--- config.mk ---
export PLATFORM = sky130hd
export DESIGN_NAME = pswDivider
export DESIGN_NICKNAME = d
export VERILOG_FILES = /design/src/rtl/pswDivPkg.sv /design/src/rtl/pswDivDatapath.sv /design/src/rtl/pswDivControl.sv /design/src/rtl/pswDivider.sv
export SDC_FILE = /design/constraint.sdc
export NUM_CORES = 1
export LEC_CHECK = 0
export BUFFER_PORTS_ARGS = -buffer_cell sky130_fd_sc_hd__buf_2
export CAP_MARGIN = 0
export CORE_MARGIN = 4
export CORE_UTILIZATION = 50
export CTS_CLUSTER_SIZE = 25
export DETAILED_ROUTE_END_ITERATION = 7
export PLACE_DENSITY = 0.67
export SETUP_SLACK_MARGIN = 0.3
export SYNTH_ARGS = -nofsm -noshare
export SYNTH_HDL_FRONTEND = slang
export SYNTH_SLANG_ARGS = --single-unit
--- constraint.sdc ---
create_clock -name clk -period 3.2 [get_ports clk]
set_clock_uncertainty 0.15 [all_clocks]
set_input_delay 0.8 -clock clk [delete_from_list [all_inputs] [get_ports clk]]
set_output_delay 0.8 -clock clk [all_outputs]
set_load 0.005 [all_outputs]
--- src/rtl/pswDivPkg.sv ---
package pswDivPkg;
  // strobes from control to datapath
  typedef struct packed {
    logic load;   // copy shadow ratio into working counters, clear prescaler phase
    logic tick;   // prescaler output edge: step main and swallow counts
  } ctrlStrobe_t;
endpackage

--- src/rtl/pswDivDatapath.sv ---
module pswDivDatapath
  import pswDivPkg::*;
#(
  parameter int MAIN_W = 13,
  parameter int SWAL_W = 4
) (
  input  logic                       clk,
  input  logic                       rstN,
  input  logic                       writeEn,
  input  logic [MAIN_W+SWAL_W-1:0]   ratioIn,
  input  ctrlStrobe_t                strobe,
  output logic                       mZero,
  output logic                       mOne,
  output logic                       aZero,
  output logic                       pcLowEnd,
  output logic                       pcHighEnd,
  output logic                       shadowLive,
  output logic                       ratioErr
);
  localparam int RATIO_W = MAIN_W + SWAL_W;
  localparam int PC_W    = SWAL_W + 1;
  localparam int NDIV    = 1 << SWAL_W;

  logic [MAIN_W-1:0] inM, shM, mLeft;
  logic [SWAL_W-1:0] inA, shA, aLeft;
  logic [PC_W-1:0]   pc;
  logic              inValid;

  assign inM     = ratioIn[RATIO_W-1:SWAL_W];
  assign inA     = ratioIn[SWAL_W-1:0];
  assign inValid = (inM != '0) && (inM >= MAIN_W'(inA));

  // shadow ratio, only ever holds a valid pair or zero
  always_ff @(posedge clk) begin
    if (!rstN) begin
      shM      <= '0;
      shA      <= '0;
      ratioErr <= 1'b0;
    end else if (writeEn) begin
      ratioErr <= !inValid;
      if (inValid) begin
        shM <= inM;
        shA <= inA;
      end
    end
  end

  // working counters and prescaler phase
  always_ff @(posedge clk) begin
    if (!rstN) begin
      mLeft <= '0;
      aLeft <= '0;
      pc    <= '0;
    end else if (strobe.load) begin
      mLeft <= shM;
      aLeft <= shA;
      pc    <= '0;
    end else if (strobe.tick) begin
      pc    <= '0;
      mLeft <= mLeft - MAIN_W'(1);
      if (aLeft != '0) aLeft <= aLeft - SWAL_W'(1);
    end else if (mLeft != '0) begin
      pc <= pc + PC_W'(1);
    end
  end

  assign mZero      = (mLeft == '0);
  assign mOne       = (mLeft == MAIN_W'(1));
  assign aZero      = (aLeft == '0);
  assign pcLowEnd   = (pc == PC_W'(NDIV - 1));
  assign pcHighEnd  = (pc == PC_W'(NDIV));
  assign shadowLive = (shM != '0);
endmodule

--- src/rtl/pswDivControl.sv ---
module pswDivControl
  import pswDivPkg::*;
(
  input  logic        clk,
  input  logic        rstN,
  input  logic        testMode,
  input  logic        mZero,
  input  logic        mOne,
  input  logic        aZero,
  input  logic        pcLowEnd,
  input  logic        pcHighEnd,
  input  logic        shadowLive,
  output ctrlStrobe_t strobe,
  output logic        modHigh,
  output logic        divPulse,
  output logic        testOut
);
  logic preEnd, cycleEnd, halfQ;

  assign modHigh  = !aZero;
  assign preEnd   = !mZero && (modHigh ? pcHighEnd : pcLowEnd);
  assign cycleEnd = preEnd && mOne;

  always_comb begin
    strobe.load = cycleEnd || (mZero && shadowLive);
    strobe.tick = preEnd;
  end

  always_ff @(posedge clk) begin
    if (!rstN) begin
      divPulse <= 1'b0;
      halfQ    <= 1'b0;
    end else begin
      divPulse <= cycleEnd;
      if (cycleEnd) halfQ <= !halfQ;
    end
  end

  assign testOut = testMode && halfQ;
endmodule

--- src/rtl/pswDivider.sv ---
module pswDivider
  import pswDivPkg::*;
#(
  parameter int MAIN_W = 13,
  parameter int SWAL_W = 4
) (
  input  logic                     clk,
  input  logic                     rstN,
  input  logic                     writeEn,
  input  logic [MAIN_W+SWAL_W-1:0] ratioIn,
  input  logic                     testMode,
  output logic                     divPulse,
  output logic                     testOut,
  output logic                     modHigh,
  output logic                     ratioErr
);
  ctrlStrobe_t strobe;
  logic mZero, mOne, aZero, pcLowEnd, pcHighEnd, shadowLive;

  pswDivDatapath #(.MAIN_W(MAIN_W), .SWAL_W(SWAL_W)) dp (
    .clk(clk), .rstN(rstN), .writeEn(writeEn), .ratioIn(ratioIn),
    .strobe(strobe), .mZero(mZero), .mOne(mOne), .aZero(aZero),
    .pcLowEnd(pcLowEnd), .pcHighEnd(pcHighEnd),
    .shadowLive(shadowLive), .ratioErr(ratioErr)
  );

  pswDivControl ctl (
    .clk(clk), .rstN(rstN), .testMode(testMode), .mZero(mZero),
    .mOne(mOne), .aZero(aZero), .pcLowEnd(pcLowEnd),
    .pcHighEnd(pcHighEnd), .shadowLive(shadowLive), .strobe(strobe),
    .modHigh(modHigh), .divPulse(divPulse), .testOut(testOut)
  );
endmodule

Word-level counts from Yosys, hierarchy flattened
Index checks and enable logic that the tools add are counted.
Widths: inputs -> output; s select.
{ "word_totals": {"reg_bits": 42, "out_inout_bits": 4} }
{ "classes": {"n_addsub": 3, "magnitude_cmp": 1, "n_eq_ne": 3, "mux": 6, "bitwise": 1, "reduce_logical": 21} }
{ "ops": {"columns": ["operator", "n"], "rows": [
  ["$reduce_bool 13->1", 3],
  ["$mux 13", 2],
  ["$eq 13x1->1 const B", 1],
  ["$ge 13x4->1", 1],
  ["$logic_not 13->1", 1],
  ["$sub 13x1->13 const B", 1],
  ["$mux 4", 3],
  ["$add 5x1->5 const B", 1],
  ["$eq 5x4->1 const B", 1],
  ["$eq 5x5->1 const B", 1],
  ["$logic_and 1x1->1", 5],
  ["$logic_not 1->1", 4],
  ["$logic_not 4->1", 1],
  ["$reduce_and 2->1", 2],
  ["$reduce_bool 2->1", 2],
  ["$reduce_bool 4->1", 1],
  ["$sub 4x1->4 const B", 1],
  ["$reduce_or 3->1", 1],
  ["$logic_or 1x1->1", 1],
  ["$mux 1", 1],
  ["$not 1->1", 1]
]} }

Depth between registers and ports, before layout
Gate-level depths: netlist of the first run.
{ "logic_depth": {"depth_word": 7, "ltp_mapped": 10, "mapped_depth_nobuf": 9} }

Modules after synthesis
A second synthesis of the first run with hierarchy kept.
{ "hier_totals": {"hier_cells": 263, "area_unflattened_um2": 2149.6} }
{ "modules_own_cells": {"columns": ["mod", "instances", "cells_each", "area_per_inst_um2"], "rows": [
  ["pswDivDatapath", 1, 250, 2029.4],
  ["pswDivControl", 1, 13, 120.1]
]} }

Least setup slack after synthesis of the first run
OpenSTA, ideal clock, no wires.
{ "synth_timing": {"path_type": "input to register", "from": "input ratioIn[4]", "to": "register dp.shA[3]", "setup_time_ns": 0.070, "arrival_ns": 2.523, "required_time_ns": 2.980, "slack_ns": 0.456, "path_stages": 9, "n_path_buf": 1, "cell_sequence": "inv_1 > ha_1 > nand2b_1 > a21o_1 > a21o_1 > a211oi_1 > clkbuf_1 > o21ai_0 > a21oi_1"} }
{ "synth_via": {"elab_chain_cells": 3, "word_cells_on_any_way": 4} }
{ "synth_rtl": {"columns": ["item", "line_no", "text"], "rows": [
  ["from (decl)", "pswDivider.sv:10", "input logic [MAIN_W+SWAL_W-1:0] ratioIn,"],
  ["$ge 13x4->1 / $reduce_bool 13->1 (equally long branches)", "pswDivDatapath.sv:31", "assign inValid = (inM != '0) && (inM >= MAIN_W'(inA));"],
  ["$logic_and 1x1->1 *", "pswDivDatapath.sv:31", null],
  ["$reduce_and 2->1 (no source line) *", null, null],
  ["to (signal assigned)", "pswDivDatapath.sv:43", "shA <= inA;"],
  ["to (decl)", "pswDivDatapath.sv:25", "logic [SWAL_W-1:0] inA, shA, aLeft;"]
]} }
Mark *: on every way between the ends. The rest lies on a longest branch, timed or not.
A chain may end at the register's enable or synchronous reset.

Final worst setup path of the first run
{ "layout_timing": {"from": "register dp.aLeft[0]", "to": "register dp.mLeft[2]"} }
{ "layout_via": {"elab_chain_cells": 6, "word_cells_on_any_way": 7} }
{ "layout_rtl": {"columns": ["item", "line_no", "text"], "rows": [
  ["from (decl)", "pswDivDatapath.sv:25", null],
  ["from (signal assigned)", "pswDivDatapath.sv:61", "if (aLeft != '0) aLeft <= aLeft - SWAL_W'(1);"],
  ["$logic_not 4->1 *", "pswDivDatapath.sv:69", "assign aZero = (aLeft == '0);"],
  ["$mux 1 *", "pswDivControl.sv:21", "assign preEnd = !mZero && (modHigh ? pcHighEnd : pcLowEnd);"],
  ["$logic_and 1x1->1 *", "pswDivControl.sv:21", null],
  ["$logic_and 1x1->1", "pswDivControl.sv:22", "assign cycleEnd = preEnd && mOne;"],
  ["$logic_or 1x1->1", "pswDivControl.sv:25", "strobe.load = cycleEnd || (mZero && shadowLive);"],
  ["$mux 13 / $reduce_bool 2->1 (equally long branches)", null, null],
  ["to (signal assigned)", "pswDivDatapath.sv:55", "mLeft <= shM;"],
  ["to (signal assigned)", "pswDivDatapath.sv:60", "mLeft <= mLeft - MAIN_W'(1);"],
  ["to (decl)", "pswDivDatapath.sv:24", "logic [MAIN_W-1:0] inM, shM, mLeft;"]
]} }
Marks and branches as above.

==> results of run 1 <==
## per-stage QoR
stage,cells,utilization
4_1_cts,360,0.5856
6_report,363,0.5907
3_3_place_gp,352,0.5638
2_1_floorplan,279,-
5_1_grt,363,0.5907
3_5_place_dp,352,0.5638
## area by class of cell
cell class                      count  area [µm²]
Fill cell                         421        1807
Multi-Input combinational cell    216        1369
Sequential cell                    42       840.8
Timing Repair Buffer               34       195.2
Clock buffer                        5       68.82
Tap cell                           52       65.06
Inverter                           11       41.29
Clock inverter                      3       27.53
## cell usage after synthesis (all sizes together)
master	count
nand3	18
and4	1
nor3b	3
o31ai	1
xnor2	2
nor4	10
o2111ai	2
o211ai	2
o221ai	2
or3	4
ha	8
or4	1
nand2	21
a211o	3
buf	3
and2	5
xor2	3
nor2b	1
nor4b	2
inv	11
o41a	1
o311ai	2
nand4b	1
nor3	12
o21a	3
dfxtp	42
nand4	5
nor2	14
nand2b	3
mux2i	4
o2bb2ai	1
a22oi	1
o211a	1
a31oi	1
o31a	3
o21ai	30
clkbuf	7
a21o	4
a211oi	2
o22ai	2
o41ai	1
a21oi	36
## cells by family after synthesis
kind of cell | count (synthesis)
xor+xnor | 5
flops | 42
fa+ha+maj | 8
compound gates | 98
simple gates | 101
mux | 4
buf+inv | 21
## worst min-delay path, stage by stage, from the launching register on
cell,delay (ns)
dfxtp_1,0.33
nand2_1,0.06
a21oi_1,0.05
## what timing repair did
item,in CTS,in global routing
setup endpoints to repair,0,13
hold buffers,0,0
buffers inserted,0,3
## state kept, by name (all words and copies together), names as in the netlist
name and cells:
ctl.divPulse 1, ctl.halfQ 1, dp.aLeft 4, dp.mLeft 13
dp.pc 5, dp.ratioErr 1, dp.shA 4, dp.shM 13
## worst max-delay path by stage
stage	depth (start not counted)	end
after floorplan	9	dp.shA[3]
after global placement	9	dp.shA[1]
after detailed placement	9	dp.shA[1]
after CTS	9	dp.aLeft[1]
after global routing	8	dp.mLeft[0]
final	8	dp.mLeft[2]
## power by group
part           total (W)  switching [W]  internal [W]
Sequential      0.000739       0.000112      0.000627
Clock           0.000370       0.000209      0.000162
Combinational    0.00151       0.000927      0.000582
## layer usage
metal | share of wire | GRT usage
met4 | 0.021 | 0.08932
met2 | 0.44 | 0.3403
met5 | 0 | 0
met3 | 0.067 | 0.03958
met1 | 0.47 | 0.3080
==> impl_metrics.py, run 1 <==
metrics = {
    "worst_hold_path": {
        "hold_path_end": "dp.aLeft[1]",
        "hold_class": "flop to flop",
        "holdPathStages": 2,
        "hp-start": "dp.aLeft[1]",
    },
    "setup_path": {
        "crit_path_start_kind": "flop",
        "worstSetupPathType": "flop to flop",
        "r2r-start": "dp.aLeft[0]",
        "cp.required_ns": 3.23,
        "critPathArrivalTime_ns": 2.64,
        "crit_family": "simple AND/OR/NAND/NOR gates",
        "regToRegSetupSlack_ns": 0.59,
        "r2r_end": "dp.mLeft[2]",
        "path_cells": "inv_1 -> ha_1 -> nor3b_1 -> nand4_1 -> a211oi_4 -> nand2b_1 -> o21ai_0 -> o2bb2ai_1",
        "cp.buffers_inverters": 1,
        "path_max_fanout": 8,
        "cp_slowest_cell": "a211oi_4",
        "end_kind": "flop",
        "r2r_cells": 8,
        "cp-startpoint": "dp.aLeft[0]",
        "max_stage_delay_ns": 0.48,
    },
    "floorplan": {
        "io_pins": 25,
        "initial_utilization": 0.5218,
        "rows": 24,
        "die_area_um2": 5757,
        "die_x_um": 75.88,
        "die_y_um": 75.88,
        "coreArea_um2": 4414,
    },
    "yosys": {
        "ys_ff_latch": 42,
        "syn_area_um2": 2303,
        "synthTopCellsByArea": "dfxtp_1 37%, a21oi_1 7.8%, o21ai_0 5.2%",
        "synth_top_family_by_area": "compound AO/OA/AOI/OAI gates",
        "synthXorXnorAreaFrac": 0.01901,
        "synthAdderAreaFrac": 0.04345,
        "netlist_instances": 279,
        "synth_top_cell_by_area": "dfxtp_1",
        "yosysTopAreaCellShare": 0.3650,
        "synth_mux_area_frac": 0.01738,
        "synth_area_per_cell_um2": 8.256,
        "yosysWarnings": 0,
        "synth-compound-area-share": 0.2689,
        "synthesis.nets": 308,
        "ys_types": 51,
        "synth-simple-area-share": 0.2455,
        "ys_seq_area_frac": 0.3650,
    },
    "timing": {
        "clock.fmax_ghz": 0.3836,
        "final_max_slew_viol_count": 0,
        "tns_ns": 0,
        "setup_viol": 0,
        "hold_viol": 0,
        "fin_crit_sh": 0.8146,
        "final.min_clock_period_ns": 2.607,
        "fin_ws_ns": 0.5932,
        "tightest_slew_ns": 0.5874,
        "grt_setup_unrepaired": "no",
        "slew_headroom": 0.6048,
        "whs_ns": 0.3246,
    },
    "finish": {
        "num_antenna_cells": 0,
        "final_cell_mix": "42 x dfxtp_1, 36 x a21oi_1, 24 x o21ai_0, 24 x buf_2, 21 x nand2_1",
        "drive_gt1_frac": 0.1640,
        "stdcell_area_um2": 2608,
        "num-nets-final": 339,
        "syn_to_final_growth_pct": 13.20,
        "final_common_cell": "dfxtp_1",
    },
    "outcome": {
        "outcome": "completed",
    },
    "pwr": {
        "power_density_nw_per_um2": 1004,
        "p_total_w": 0.002618,
        "ir_drop_mv": 0.4448,
        "leakagePower_nw": 1.037,
    },
    "route": {
        "dr.first_iter.drc_count": 244,
        "dr_total_vias": 2248,
        "via_per_inst": 6.193,
        "wl_um": 5922,
        "final_antenna_net_count": 0,
        "drc": 0,
        "wire_per_inst_um": 16.31,
        "first_pass_iters": 5,
    },
    "global_routing": {
        "grt_usage": 0.2224,
        "antenna_found_initial": 0,
        "grt_max_degree": 29,
        "grt_pass1_wl_um": 9708,
        "grt_pass1_vias": 2068,
        "overflow": 0,
    },
    "job": {
        "cap_violations": 0,
    },
    "placement": {
        "numPortBuffers": 24,
        "place_area_um2": 2489,
        "place_ws_ns": 0.4648,
        "gp_congestion": 0.9358,
        "dp_hpwl_um": 4301,
    },
    "clock_network": {
        "cts_tree": "built",
        "ctsResizeCount": 0,
        "clock_latency_ns": 0.30,
        "clk_path_buf_depth": 2,
        "clock_sinks": 42,
        "clockRootBuffer": "clkbuf_8",
        "htree_levels": 2,
        "clkTransAtPathRegs_ns": 0.09,
        "cts-buffers-inserted": 5,
    },
}
(Power assumes the default switching activity.)
==> inputs of run 2 (changes only) <==
Settings changed: ABC_AREA from default to 1, PLACE_DENSITY 0.67 to 0.66.
Clock period 3.2 ns to 2.7 ns, I/O delays scaled along.
==> run 2 against run 1 <==
Register-to-register slack worse by 0.06 ns. Sequential power up 17%. Via count up 0.58%. Power up 40%. Clock power up 7.0%. Critical endpoint is now dp.aLeft[3]. Largest cell class unchanged.
==> impl_metrics.py, run 2 <==
metrics = {
    "finish": {
        "num_antenna_cells": 0,
        "reg_top3": "dp.mLeft (13), dp.shM (13), dp.pc (5)",
        "num-nets-final": 436,
        "fill_cells": 507,
        "fin_util": 0.5792,
        "syn_to_final_growth_pct": 10.40,
        "final_cell_mix": "103 x nand2_1, 67 x nor2_1, 48 x inv_1",
        "final_common_cell": "nand2_1",
        "drive_gt1_frac": 0.1572,
        "stdcell_area_um2": 2790,
    },
    "global_routing": {
        "overflow": 0,
        "grt_pass1_vias": 2107,
        "antenna_found_initial": 0,
        "grt_max_degree": 33,
        "grt_usage": 0.1901,
        "grt_pass1_wl_um": 9466,
    },
    "timing": {
        "hold_viol": 0,
        "slew_headroom": 0.7216,
        "setup_viol": 0,
        "clock.fmax_ghz": 0.4610,
        "tns_ns": 0,
        "fin_crit_sh": 0.8034,
        "final_max_slew_viol_count": 0,
        "final.min_clock_period_ns": 2.169,
        "tightest_slew_ns": 0.4166,
        "grt_setup_unrepaired": "no",
    },
    "placement": {
        "dp_hpwl_um": 3969,
        "place_area_um2": 2695,
        "numPortBuffers": 24,
        "gp_congestion": 0.7783,
    },
    "job": {
        "cap_violations": 0,
    },
    "floorplan": {
        "die_x_um": 79.10,
        "rows": 25,
        "die_area_um2": 6256,
        "io_pins": 25,
        "coreArea_um2": 4817,
        "initial_utilization": 0.5247,
        "die_y_um": 79.10,
    },
    "yosys": {
        "yosysTopAreaCellShare": 0.3327,
        "netlist_instances": 383,
        "synthesis.nets": 412,
        "synthTopCellsByArea": "dfxtp_1 33%, nand2_1 15%, nor2_1 10%",
        "ys_ff_latch": 42,
        "synth_ff_type": "dfxtp_1",
        "synth_area_per_cell_um2": 6.599,
        "async_reset_ff_frac": 0,
        "synth_edf_count": 0,
        "synth_commonest_cells": "103 x nand2_1, 67 x nor2_1, 48 x inv_1",
        "synth_most_common_cell": "nand2_1",
        "yosysWarnings": 0,
        "syn_area_um2": 2527,
        "synth_top_cell_by_area": "dfxtp_1",
        "ys_types": 31,
        "ys_seq_area_frac": 0.3327,
    },
    "clock_network": {
        "cts_setup_buffers": 0,
        "clk_path_buf_depth": 2,
        "cts-buffers-inserted": 5,
        "clock_sinks": 42,
        "clkTransAtPathRegs_ns": 0.08,
        "clock_latency_ns": 0.30,
        "clockRootBuffer": "clkbuf_8",
        "htree_levels": 2,
        "cts_tree": "built",
    },
    "outcome": {
        "outcome": "completed",
    },
    "route": {
        "dr_total_vias": 2261,
        "via_per_inst": 4.770,
        "drc": 0,
        "first_pass_iters": 4,
        "dr.first_iter.drc_count": 80,
        "wl_um": 5317,
        "wire_per_inst_um": 11.22,
        "final_antenna_net_count": 0,
    },
    "setup_path": {
        "worstSetupPathType": "flop to flop",
        "crit_path_start_kind": "flop",
        "critPathArrivalTime_ns": 2.27,
        "path_max_fanout": 14,
        "cp.required_ns": 2.80,
        "end_kind": "flop",
    },
    "pwr": {
        "power_density_nw_per_um2": 1312,
        "leakagePower_nw": 1.405,
        "ir_drop_mv": 0.7485,
    },
    "worst_hold_path": {
        "hold_class": "flop to flop",
    },
}
-- run 2: changes by cell type in the layout (fill, tap and decap cells not counted), moves of 14 or more --
cell | before | now
nand2_1 | 21 | 103
a21oi_1 | 36 | 3
o21ai_0 | 24 | 8
nor2_1 | 14 | 67
nand3_1 | 18 | 32
inv_1 | 10 | 48
-- run 2: per-stage QoR --
stage | setup WS (ns) | hold slack [ns] | std cells | total power, W
finish | 0.5309 | 0.3414 | 474 | 0.003661
global route | 0.3182 | 0.3742 | 474 | 0.004060
CTS | 0.3959 | 0.3411 | 474 | 0.003635
detailed placement | 0.4092 | 0.3256 | 467 | 0.003221
global placement | 0.4355 | 0.3188 | 467 | 0.003207
floorplan | 0.5818 | 0.3017 | 383 | 0.002868
-- run 2: final timing paths --
| check | from | endpoint | slack (ns) | cells after the start |
|---|---|---|---|---|
| worst min-delay path | dp.pc[4] | dp.pc[4] | 0.34 | 2 |
| worst min register to register | dp.pc[4] | dp.pc[4] | 0.34 | 2 |
| worst max-delay path | dp.mLeft[0] | dp.aLeft[3] | 0.53 | 12 |
| worst max register to register | dp.mLeft[0] | dp.aLeft[3] | 0.53 | 12 |
-- run 2: power breakdown --
part           total (W)  switching [W]  leakage (nW)  internal [W]
clock           0.000396       0.000222        0.0438      0.000174
sequential      0.000861      0.0000985         0.345      0.000763
combinational    0.00240        0.00158          1.02      0.000827
total            0.00366        0.00190          1.40       0.00176
-- run 2: repair_timing --
item,in CTS,in global routing
setup endpoints to repair,0,16
resized for setup,0,2
hold buffers,0,0
-- run 2: logic make-up (layout without fill, tap and decap cells) --
group | Yosys count | after routing | share of synthesized area
DFF | 42 | 42 | 0.3327
buffers and inverters | 65 | 89 | 0.1084
adders and majority gates | 8 | 8 | 0.03961
and+or+nand+nor | 234 | 234 | 0.4287
xor gates and xnor gates | 10 | 10 | 0.03466
AOI/OAI and AO/OA | 24 | 24 | 0.05594
-- run 2: cell type report --
class | count | area (µm²) | area share
Clock buffer | 5 | 68.82 | 0.02466
Clock inverter | 2 | 10.01 | 0.003587
Tap cell | 67 | 83.83 | 0.03004
Sequential cell | 42 | 840.8 | 0.3013
Timing Repair Buffer | 26 | 147.6 | 0.05291
Multi-Input combinational cell | 276 | 1429 | 0.5121
Inverter | 56 | 210.2 | 0.07534
-- run 2: layer usage --
layer,global-route usage,part of all wire
met2,0.2963,0.45
met4,0.05498,0.012
met3,0.04762,0.032
met1,0.2596,0.51
met5,0,0
-- run 2: worst max-delay path, cell delays in order, from the launching register on --
cell,delay [ns]
dfxtp_1,0.33
inv_1,0.10
ha_1,0.20
nand3_2,0.17
inv_2,0.12
nand2_4,0.08
nor2_8,0.13
nand2_4,0.16
a21oi_4,0.42
nand2_1,0.09
inv_1,0.07
nand2_1,0.05
nand2_1,0.05
